**config.mk**
```make
export PLATFORM = sky130hd
export DESIGN_NAME = rx_out_fmt
export DESIGN_NICKNAME = d
export VERILOG_FILES = /design/src/rtl/rx_out_fmt_pkg.sv /design/src/rtl/rx_edge_det.sv /design/src/rtl/rx_pol_decoder.sv /design/src/rtl/rx_rail_fmt.sv /design/src/rtl/rx_out_fmt.sv
export SDC_FILE = /design/constraint.sdc
export NUM_CORES = 1
export LEC_CHECK = 0
export BUFFER_PORTS_ARGS = -buffer_cell sky130_fd_sc_hd__buf_2
export CORE_UTILIZATION = 30
export DETAILED_ROUTE_END_ITERATION = 16
export PLACE_DENSITY = 0.61
export SYNTH_ARGS = -nofsm -noshare
export SYNTH_HDL_FRONTEND = slang
export SYNTH_SLANG_ARGS = --single-unit
```
**constraint.sdc**
```tcl
create_clock -name clk -period 2.41 [get_ports clk]
set_input_delay 0.723 -clock clk [delete_from_list [all_inputs] [get_ports clk]]
set_output_delay 0.723 -clock clk [all_outputs]
set_load 0.05 [all_outputs]
```
**src/rtl/rx_out_fmt_pkg.sv**
```systemverilog
package rx_out_fmt_pkg;
    typedef enum logic [1:0] {
        LAST_NONE = 2'd0,
        LAST_POS  = 2'd1,
        LAST_NEG  = 2'd2
    } pol_state_t;

    typedef struct packed {
        logic pos;
        logic neg;
        logic data;
        logic viol;
    } bit_result_t;
endpackage

```
**src/rtl/rx_edge_det.sv**
```systemverilog
module rx_edge_det #(
    parameter int WIDTH = 1
) (
    input  logic             clk,
    input  logic             rst,
    input  logic [WIDTH-1:0] level_i,
    output logic [WIDTH-1:0] rise_o,
    output logic [WIDTH-1:0] fall_o
);
    logic [WIDTH-1:0] prev_q;

    always_ff @(posedge clk) begin
        if (rst) prev_q <= '0;
        else     prev_q <= level_i;
    end

    for (genvar i = 0; i < WIDTH; i++) begin : g_bit
        assign rise_o[i] = level_i[i] & ~prev_q[i];
        assign fall_o[i] = ~level_i[i] & prev_q[i];
    end
endmodule

```
**src/rtl/rx_pol_decoder.sv**
```systemverilog
module rx_pol_decoder
    import rx_out_fmt_pkg::*;
(
    input  logic        clk,
    input  logic        rst,
    input  logic        strobe_i,
    input  logic        pos_i,
    input  logic        neg_i,
    output bit_result_t res_o
);
    pol_state_t state_q, state_d;
    bit_result_t res_d;

    // State register
    always_ff @(posedge clk) begin
        if (rst) state_q <= LAST_NONE;
        else     state_q <= state_d;
    end

    // Next state: POS_TAKEN, NEG_TAKEN, BOTH_CLEAR, IDLE_HOLD
    always_comb begin
        state_d = state_q;
        if (strobe_i) begin
            unique case ({pos_i, neg_i})
                2'b10:   state_d = LAST_POS;
                2'b01:   state_d = LAST_NEG;
                2'b11:   state_d = LAST_NONE;
                default: state_d = state_q;
            endcase
        end
    end

    // Result for the bit being taken
    always_comb begin
        res_d.pos  = pos_i;
        res_d.neg  = neg_i;
        res_d.data = pos_i | neg_i;
        res_d.viol = 1'b0;
        unique case (state_q)
            LAST_POS:  res_d.viol = pos_i;
            LAST_NEG:  res_d.viol = neg_i;
            default:   res_d.viol = 1'b0;
        endcase
        if (pos_i && neg_i) res_d.viol = 1'b1;
    end

    always_ff @(posedge clk) begin
        if (rst)           res_o <= '0;
        else if (strobe_i) res_o <= res_d;
    end

    // repeat of a positive pulse is flagged
    a_r7_same_pol_flag: assert property (@(posedge clk) disable iff (rst)
        (strobe_i && pos_i && !neg_i && state_q == LAST_POS) |=> res_o.viol);

    // double rail flags and clears the memory
    a_r8_both_clear: assert property (@(posedge clk) disable iff (rst)
        (strobe_i && pos_i && neg_i) |=> (res_o.viol && state_q == LAST_NONE));

    // reset returns tracker to LAST_NONE
    a_r9_reset_state: assert property (@(posedge clk)
        rst |=> state_q == LAST_NONE);
endmodule

```
**src/rtl/rx_rail_fmt.sv**
```systemverilog
module rx_rail_fmt
    import rx_out_fmt_pkg::*;
(
    input  logic        clk,
    input  logic        rst,
    input  logic        upd_i,
    input  logic        binary_i,
    input  bit_result_t res_i,
    output logic        rail_p_o,
    output logic        rail_n_o
);
    always_ff @(posedge clk) begin
        if (rst) begin
            rail_p_o <= 1'b0;
            rail_n_o <= 1'b0;
        end else if (upd_i) begin
            rail_p_o <= binary_i ? res_i.data : res_i.pos;
            rail_n_o <= binary_i ? res_i.viol : res_i.neg;
        end
    end

    // bipolar pass-through
    a_r1_bipolar: assert property (@(posedge clk) disable iff (rst)
        (upd_i && !binary_i) |=> (rail_p_o == $past(res_i.pos) && rail_n_o == $past(res_i.neg)));

    // binary data carries any pulse
    a_r2_binary: assert property (@(posedge clk) disable iff (rst)
        (upd_i && binary_i) |=> (rail_p_o == $past(res_i.pos | res_i.neg)));

    // hold between update edges
    a_r3_hold: assert property (@(posedge clk) disable iff (rst)
        !upd_i |=> ($stable(rail_p_o) && $stable(rail_n_o)));

    // reset clears rails
    a_r9_reset_rails: assert property (@(posedge clk)
        rst |=> (!rail_p_o && !rail_n_o));
endmodule

```
**src/rtl/rx_out_fmt.sv**
```systemverilog
module rx_out_fmt
    import rx_out_fmt_pkg::*;
(
    input  logic clk,
    input  logic rst,
    input  logic line_clk_i,
    input  logic ref_clk_i,
    input  logic sig_lost_n_i,
    input  logic pulse_p_i,
    input  logic pulse_n_i,
    input  logic binary_sel_i,
    input  logic edge_rise_i,
    input  logic drive_n_i,
    output logic out_clk_o,
    output logic clk_oe_o,
    output logic rail_p_o,
    output logic rail_n_o,
    output logic data_oe_o
);
    localparam int NCLK = 2;  // [0] line clock, [1] output clock

    logic        out_clk_q;
    logic [NCLK-1:0] rise, fall;
    bit_result_t res;
    logic        upd;

    // Clock source selection on loss of signal
    always_ff @(posedge clk) begin
        if (rst) out_clk_q <= 1'b0;
        else     out_clk_q <= sig_lost_n_i ? line_clk_i : ref_clk_i;
    end
    assign out_clk_o = out_clk_q;

    rx_edge_det #(.WIDTH(NCLK)) u_edges (
        .clk     (clk),
        .rst     (rst),
        .level_i ({out_clk_q, line_clk_i}),
        .rise_o  (rise),
        .fall_o  (fall)
    );

    rx_pol_decoder u_dec (
        .clk      (clk),
        .rst      (rst),
        .strobe_i (rise[0]),
        .pos_i    (pulse_p_i),
        .neg_i    (pulse_n_i),
        .res_o    (res)
    );

    assign upd = edge_rise_i ? rise[1] : fall[1];

    rx_rail_fmt u_fmt (
        .clk      (clk),
        .rst      (rst),
        .upd_i    (upd),
        .binary_i (binary_sel_i),
        .res_i    (res),
        .rail_p_o (rail_p_o),
        .rail_n_o (rail_n_o)
    );

    assign clk_oe_o  = drive_n_i;
    assign data_oe_o = drive_n_i;

    // clock source follows loss of signal
    a_r6_ref_clk: assert property (@(posedge clk) disable iff (rst)
        !sig_lost_n_i |=> out_clk_o == $past(ref_clk_i));
    a_r6_line_clk: assert property (@(posedge clk) disable iff (rst)
        sig_lost_n_i |=> out_clk_o == $past(line_clk_i));
endmodule

```
==> results of run 1 <==
## cell usage in the layout, fill, tap and decap left out, drive strengths merged
cell type	synthesis	routed
a21oi	2	2
ha	2	2
a211oi	4	4
mux2i	3	3
inv	4	4
a2bb2oi	1	1
nor2	6	6
a22oi	1	1
dfxtp	11	11
nor2b	5	5
clkbuf	1	4
buf	3	12
a311oi	2	2
or3b	1	1
a221oi	2	2
nand3b	1	1
## report_power, final
part	total [mW]	switching (mW)	internal [mW]
combinational	0.0581	0.0338	0.0242
clock	0.121	0.0567	0.0640
sequential	0.200	0.00621	0.194
total	0.379	0.0968	0.282
## per-stage QoR
step                util [%]  power (mW)
floorplan                  -       0.253
global placement        36.1       0.262
detailed placement      36.1       0.263
CTS                     37.8       0.389
global route            37.8       0.402
finish                  37.8       0.379
## worst reg2reg max path, stage by stage, from the launching register on
cell      delay, ns
dfxtp_1        0.33
or3b_4         0.42
a221oi_1       0.26
a311oi_1       0.08
## cell type report
| cell class | instances | area share, % |
|---|---|---|
| sequential | 11 | 39.1 |
| clock buffer | 4 | 4.67 |
| multi-input combinational | 30 | 38.9 |
| inverter | 4 | 2.67 |
| timing repair buffer | 12 | 11.1 |
| tap | 16 | 3.56 |
## cell families after synthesis
kind of cell | synth area share (%)
fa+ha+maj | 5.23
mux | 6.28
compound gates | 19.1
simple gates | 15.2
buf+inv | 8.11
flops | 46.1
## routing by layer
layer	part of all wire, %	vias to the layer above
li1	-	198
met1	46	166
met2	44	11
met3	9.5	0
met4	0	0
met5	0	-
## flip-flops by register name, summed over array words and instances, names as in the netlist
register,cells
u_fmt.rail_p_o,1
u_fmt.rail_n_o,1
out_clk_o,1
u_edges.prev_q,2
u_dec.state_q,2
u_dec.res_o,4
## worst max-delay path by stage
stage,endpoint,slack (ns),cells past startpoint
floorplan,clk_oe_o,0.79,1
global placement,u_fmt.rail_n_o$_SDFFE_PP0P_,0.75,4
detailed placement,u_fmt.rail_p_o$_SDFFE_PP0P_,0.72,4
CTS,out_clk_o,0.77,1
global route,out_clk_o,0.72,1
finish,out_clk_o,0.78,1
==> metrics.md, run 1 <==
| Metric | Value |
|---|---|
| Final GP Congestion | `0.636` |
| # H-tree levels | `1` |
| Top post-synthesis cells by count | `11 x dfxtp_1, 6 x nor2_1, 5 x nor2b_1` |
| Die X | `41.9 um` |
| Initial antenna violation count | `0` |
| Via density | `4.87` |
| Clock tree from TritonCTS | `yes` |
| Sequential cell area | `220 um^2` |
| Critical path type | `reg -> out` |
| Nets | `74` |
| Largest area contributor in the netlist | `dfxtp_1` |
| Congestion Overflow GR | `0` |
| GRT met1 Usage | `12.2%` |
| Crit Reg-Reg Endpoint | `u_fmt.rail_p_o$_SDFFE_PP0P_` |
| Max Fanout on Critical Path | `4` |
| Synthesized area per cell | `9.75 um^2` |
| Hold buffer count at cts | `0` |
| CP max-delay cell | `dfxtp_1` |
| Yosys top cell area share | `46.1%` |
| Vias | `375` |
| Post-synth EDFFs | `0` |
| Initial core utilization | `32.1%` |
| CTS max path bufs | `2` |
| Postcts setup bufs | `0` |
| R2R Path Start | `out_clk_o$_SDFF_PP0_` |
| Share of layout cells above drive strength 1 | `26.2%` |
| Synth warn | `0` |
| Met2 usage | `13.4%` |
| Placed Area | `537 um^2` |
| Worst hold path class | `reg -> reg` |
| Die height | `41.9 um` |
| Routed wire length | `717 um` |
| Fmax achieved | `615 MHz` |
| CTS Buf Count | `3` |
| Final TNS setup | `0 ns` |
| Antenna-violating nets left | `0` |
| P_leak | `0.236 nW` |
| HP Start | `u_fmt.rail_p_o$_SDFFE_PP0P_` |
| Period Utilization, post-route | `67.4%` |
| Multi-input logic area | `219 um^2` |
| Core area | `1490 um^2` |
| Min-Delay Endpoint | `u_fmt.rail_p_o$_SDFFE_PP0P_` |
| Finished Layout Cells | `77` |
| GRT Total Usage | `9.59%` |
| Top FF cell, synth | `dfxtp_1` |
| CP cell instances | `buf_2` |
| Post-synth ARST share | `0%` |
| RSZ-0062 raised after global routing | `no` |
| Worst Tran Pin Value | `0.242 ns` |
| Drc violations | `0` |
| Worst path top cell family by delay | `flip-flops` |
| First-pass GRT wire length | `1260 um` |
| CP Buf/Inv Count | `1` |
| Diodes inserted | `0` |
| Mapped cell area | `478 um^2` |
| Port bufs | `11` |
| Netlist cell types | `17` |
| Status | `complete, no violations` |
| Data arrival, critical path | `0.90 ns` |
| Die ar. | `1760 um^2` |
| Max VDD drop | `369 uV` |
| Cell count after placement | `73` |
| Clock-pin slew on the worst setup and hold paths | `0.07 ns` |
| Worst hold path depth | `2` |
| Crit. Startpoint | `out_clk_o$_SDFF_PP0_` |
| Final setup viols | `0` |
| Crit path time final | `1.63 ns` |
| Sink Count | `11` |
| Grt peak-use layer | `met2` |
| Final WS setup | `0.785 ns` |
| Flops & latches, synth | `11` |
| Worst reg2reg path depth | `3` |
| R2r setup slk | `1.22 ns` |
| Met3 usage | `6.52%` |
| Synth-to-Final Area Change | `17.8%` |
| Vias in the first global route | `294` |
| Rows | `14` |
| Largest net degree at the start of global routing | `12` |
| Post-synthesis cell count | `49` |
| Clk_lat worst skew | `0.27 ns` |
| Crit-path max cell delay | `0.36 ns` |
| Final hold slack | `0.473 ns` |
| Area contributors post-synth | `dfxtp_1 46%, nor2b_1 6.5%, mux2i_1 6.3%` |
| Register area share after synthesis | `46.1%` |
| Fillers | `147` |
| Setup crit end kind | `primary output` |
| Clk_skew | `0.00721 ns` |
| Power Dens Cells | `672 nW/um^2` |
| Final Hold Vio Count | `0` |
| Slew HR | `83.9%` |
| # IOs | `15` |
| Most common cell in the synthesized netlist | `dfxtp_1` |
| Worst path required time | `1.69 ns` |
| Final instance area | `563 um^2` |
| Drt pass-1 iters | `2` |
| DRT iter0 DRCs | `6` |
| Routed WL per cell | `9.31 um` |
| Root buffer cell | `clkbuf_4` |
| Mapped Nets | `61` |
| Startpoint class of the critical path | `register` |
| Post-cts resize count | `0` |
| Maxcap violations | `0` |
| Pre-CTS setup slack | `0.719 ns` |
| Slew Viols, Final | `0` |
(Power assumes the default switching activity.)
==> run 2, diff against run 1 <==
- clock period: 2.41 -> 1.5 ns (I/O delays scaled with it)
==> run 2 against run 1 <==
Effect of this change:
- first-iteration DRC count fell by 50%
- via count grew 2.7%
- wire length is 13% higher
- total power is 64% higher
- global-route usage grew 1.9 points
- setup slack got worse by 0.66 ns
- critical path depth unchanged
- combinational power is 61% higher
- clock power rose by 69%
- flip-flop and latch count did not move
- sequential power grew 61%
==> metrics.md, run 2 (synthesis gave the netlist of run 1 again) <==
| Metric | Value |
|---|---|
| CTS Buf Count | `3` |
| Setup crit end kind | `primary output` |
| Postcts setup bufs | `0` |
| First-pass GRT wire length | `1460 um` |
| Startpoint class of the critical path | `register` |
| DRT iter0 DRCs | `3` |
| Routed wire length | `811 um` |
| Drc violations | `0` |
| Synth-to-Final Area Change | `18.1%` |
| Initial antenna violation count | `0` |
| Sequential cell area | `220 um^2` |
| Fillers | `154` |
| Vias | `385` |
| Clk_lat worst skew | `0.27 ns` |
| Root buffer cell | `clkbuf_4` |
| P_leak | `0.238 nW` |
| Crit-path max cell delay | `0.37 ns` |
| Critical path type | `reg -> out` |
| Worst path required time | `1.05 ns` |
| CTS max path bufs | `2` |
| Worst hold path class | `in -> reg` |
| CP max-delay cell | `dfxtp_1` |
| Worst Tran Pin Value | `0.251 ns` |
| Largest net degree at the start of global routing | `12` |
| Drt pass-1 iters | `3` |
| Data arrival, critical path | `0.93 ns` |
| Max reg flops | `4` |
| Antenna-violating nets left | `0` |
| RSZ-0062 raised after global routing | `no` |
| Die ar. | `1760 um^2` |
| # H-tree levels | `1` |
| HP Start | `ref_clk_i` |
| Die X | `41.9 um` |
| Final instance area | `564 um^2` |
| Diodes inserted | `0` |
| Most frequent cells in the layout | `11 x buf_2, 11 x dfxtp_1, 6 x nor2_1` |
| Regs by FF count | `u_dec.res_o x4, u_dec.state_q x2, u_edges.prev_q x2` |
| Final setup viols | `0` |
| Power Dens Cells | `1100 nW/um^2` |
| Max VDD drop | `590 uV` |
| Final Hold Vio Count | `0` |
| Post-cts resize count | `0` |
| CP cell instances | `buf_2` |
| Worst reg2reg path depth | `3` |
| Via density | `5.00` |
| Final core utilization | `37.9%` |
| Status | `complete, no violations` |
| Nets | `74` |
| Crit Reg-Reg Endpoint | `u_fmt.rail_n_o$_SDFFE_PP0P_` |
| Clk_skew | `0.00569 ns` |
| Congestion Overflow GR | `0` |
| Hold buffer count at cts | `0` |
| Post-DP HPWL | `580 um` |
| Multi-input logic area | `219 um^2` |
| Sink Count | `11` |
| Period Utilization, post-route | `91.9%` |
| Pre-CTS setup slack | `0.0975 ns` |
| CP Buf/Inv Count | `1` |
| Min-Delay Endpoint | `out_clk_o$_SDFF_PP0_` |
| Slew Viols, Final | `0` |
| Routed WL per cell | `10.5 um` |
| R2R Path Start | `out_clk_o$_SDFF_PP0_` |
| Initial core utilization | `32.1%` |
| Share of layout cells above drive strength 1 | `27.9%` |
| Final TNS setup | `0 ns` |
| # IOs | `15` |
| Final GP Congestion | `0.601` |
| Rows | `14` |
| Biggest register | `u_dec.res_o` |
| Finished Layout Cells | `77` |
| Maxcap violations | `0` |
| Worst hold path depth | `3` |
| R2r setup slk | `0.28 ns` |
| Fmax achieved | `726 MHz` |
| Crit path time final | `1.38 ns` |
| Clock-pin slew on the worst setup and hold paths | `0.08 ns` |
| Cell count after placement | `73` |
| Slew HR | `83.3%` |
| Clock tree from TritonCTS | `yes` |
| Port bufs | `11` |
| Die height | `41.9 um` |
| Placed Area | `537 um^2` |
| Max Fanout on Critical Path | `4` |
| Core area | `1490 um^2` |
| Final WS setup | `0.122 ns` |
| Vias in the first global route | `346` |
| GRT Total Usage | `11.5%` |
| Worst path top cell family by delay | `flip-flops` |
-- run 2: cell types whose count changed in the layout (fill, tap and decap cells not counted), sizes merged --
cell    change
clkbuf      -1
clkinv      +1
-- run 2: final cells by class --
type,instances,area share (%)
flip-flops and latches,11,39.0
multi-input cells,30,38.8
repair buffers,12,11.1
clock buffers,3,3.99
well taps,16,3.55
inverters,4,2.66
clock inverters,1,0.887
-- run 2: layer usage --
layer  part of all wire (%)  up-vias  GRT usage, %  wire length, um
met5                      0        -             0                0
met1                     45      171          12.2              367
li1                       -      199             -                -
met3                    7.8        4          6.96               63
met2                     44       11          16.9              353
met4                    3.2        0          7.74               26
-- run 2: power breakdown --
group | switching, mW | internal, mW | leakage (nW)
registers | 0.0106 | 0.311 | 0.0907
clock network | 0.106 | 0.0989 | 0.0177
logic | 0.0549 | 0.0389 | 0.130
total | 0.172 | 0.449 | 0.238
-- run 2: per-stage QoR --
stage | hold WS, ns | power (mW)
floorplan | 0.452 | 0.406
global placement | 0.465 | 0.421
detailed placement | 0.470 | 0.423
CTS | 0.392 | 0.630
global route | 0.413 | 0.650
finish | 0.402 | 0.621
-- run 2: worst max-delay path by stage --
stage / start / end / slack, ns / cells after the start
5_1_grt: out_clk_o$_SDFF_PP0_ / out_clk_o / 0.07 / 1
3_5_place_dp: edge_rise_i / u_fmt.rail_n_o$_SDFFE_PP0P_ / 0.1 / 4
6_report: out_clk_o$_SDFF_PP0_ / out_clk_o / 0.12 / 1
4_1_cts: out_clk_o$_SDFF_PP0_ / out_clk_o / 0.11 / 1
3_3_place_gp: edge_rise_i / u_fmt.rail_n_o$_SDFFE_PP0P_ / 0.11 / 4
2_1_floorplan: out_clk_o$_SDFF_PP0_ / u_fmt.rail_n_o$_SDFFE_PP0P_ / 0.12 / 3
-- run 2: worst register-to-register path: cells and delay by family, from the launching register on --
family,cells,cell delay [ns]
simple gates,1,0.42
compound gates,2,0.35
flops,1,0.34
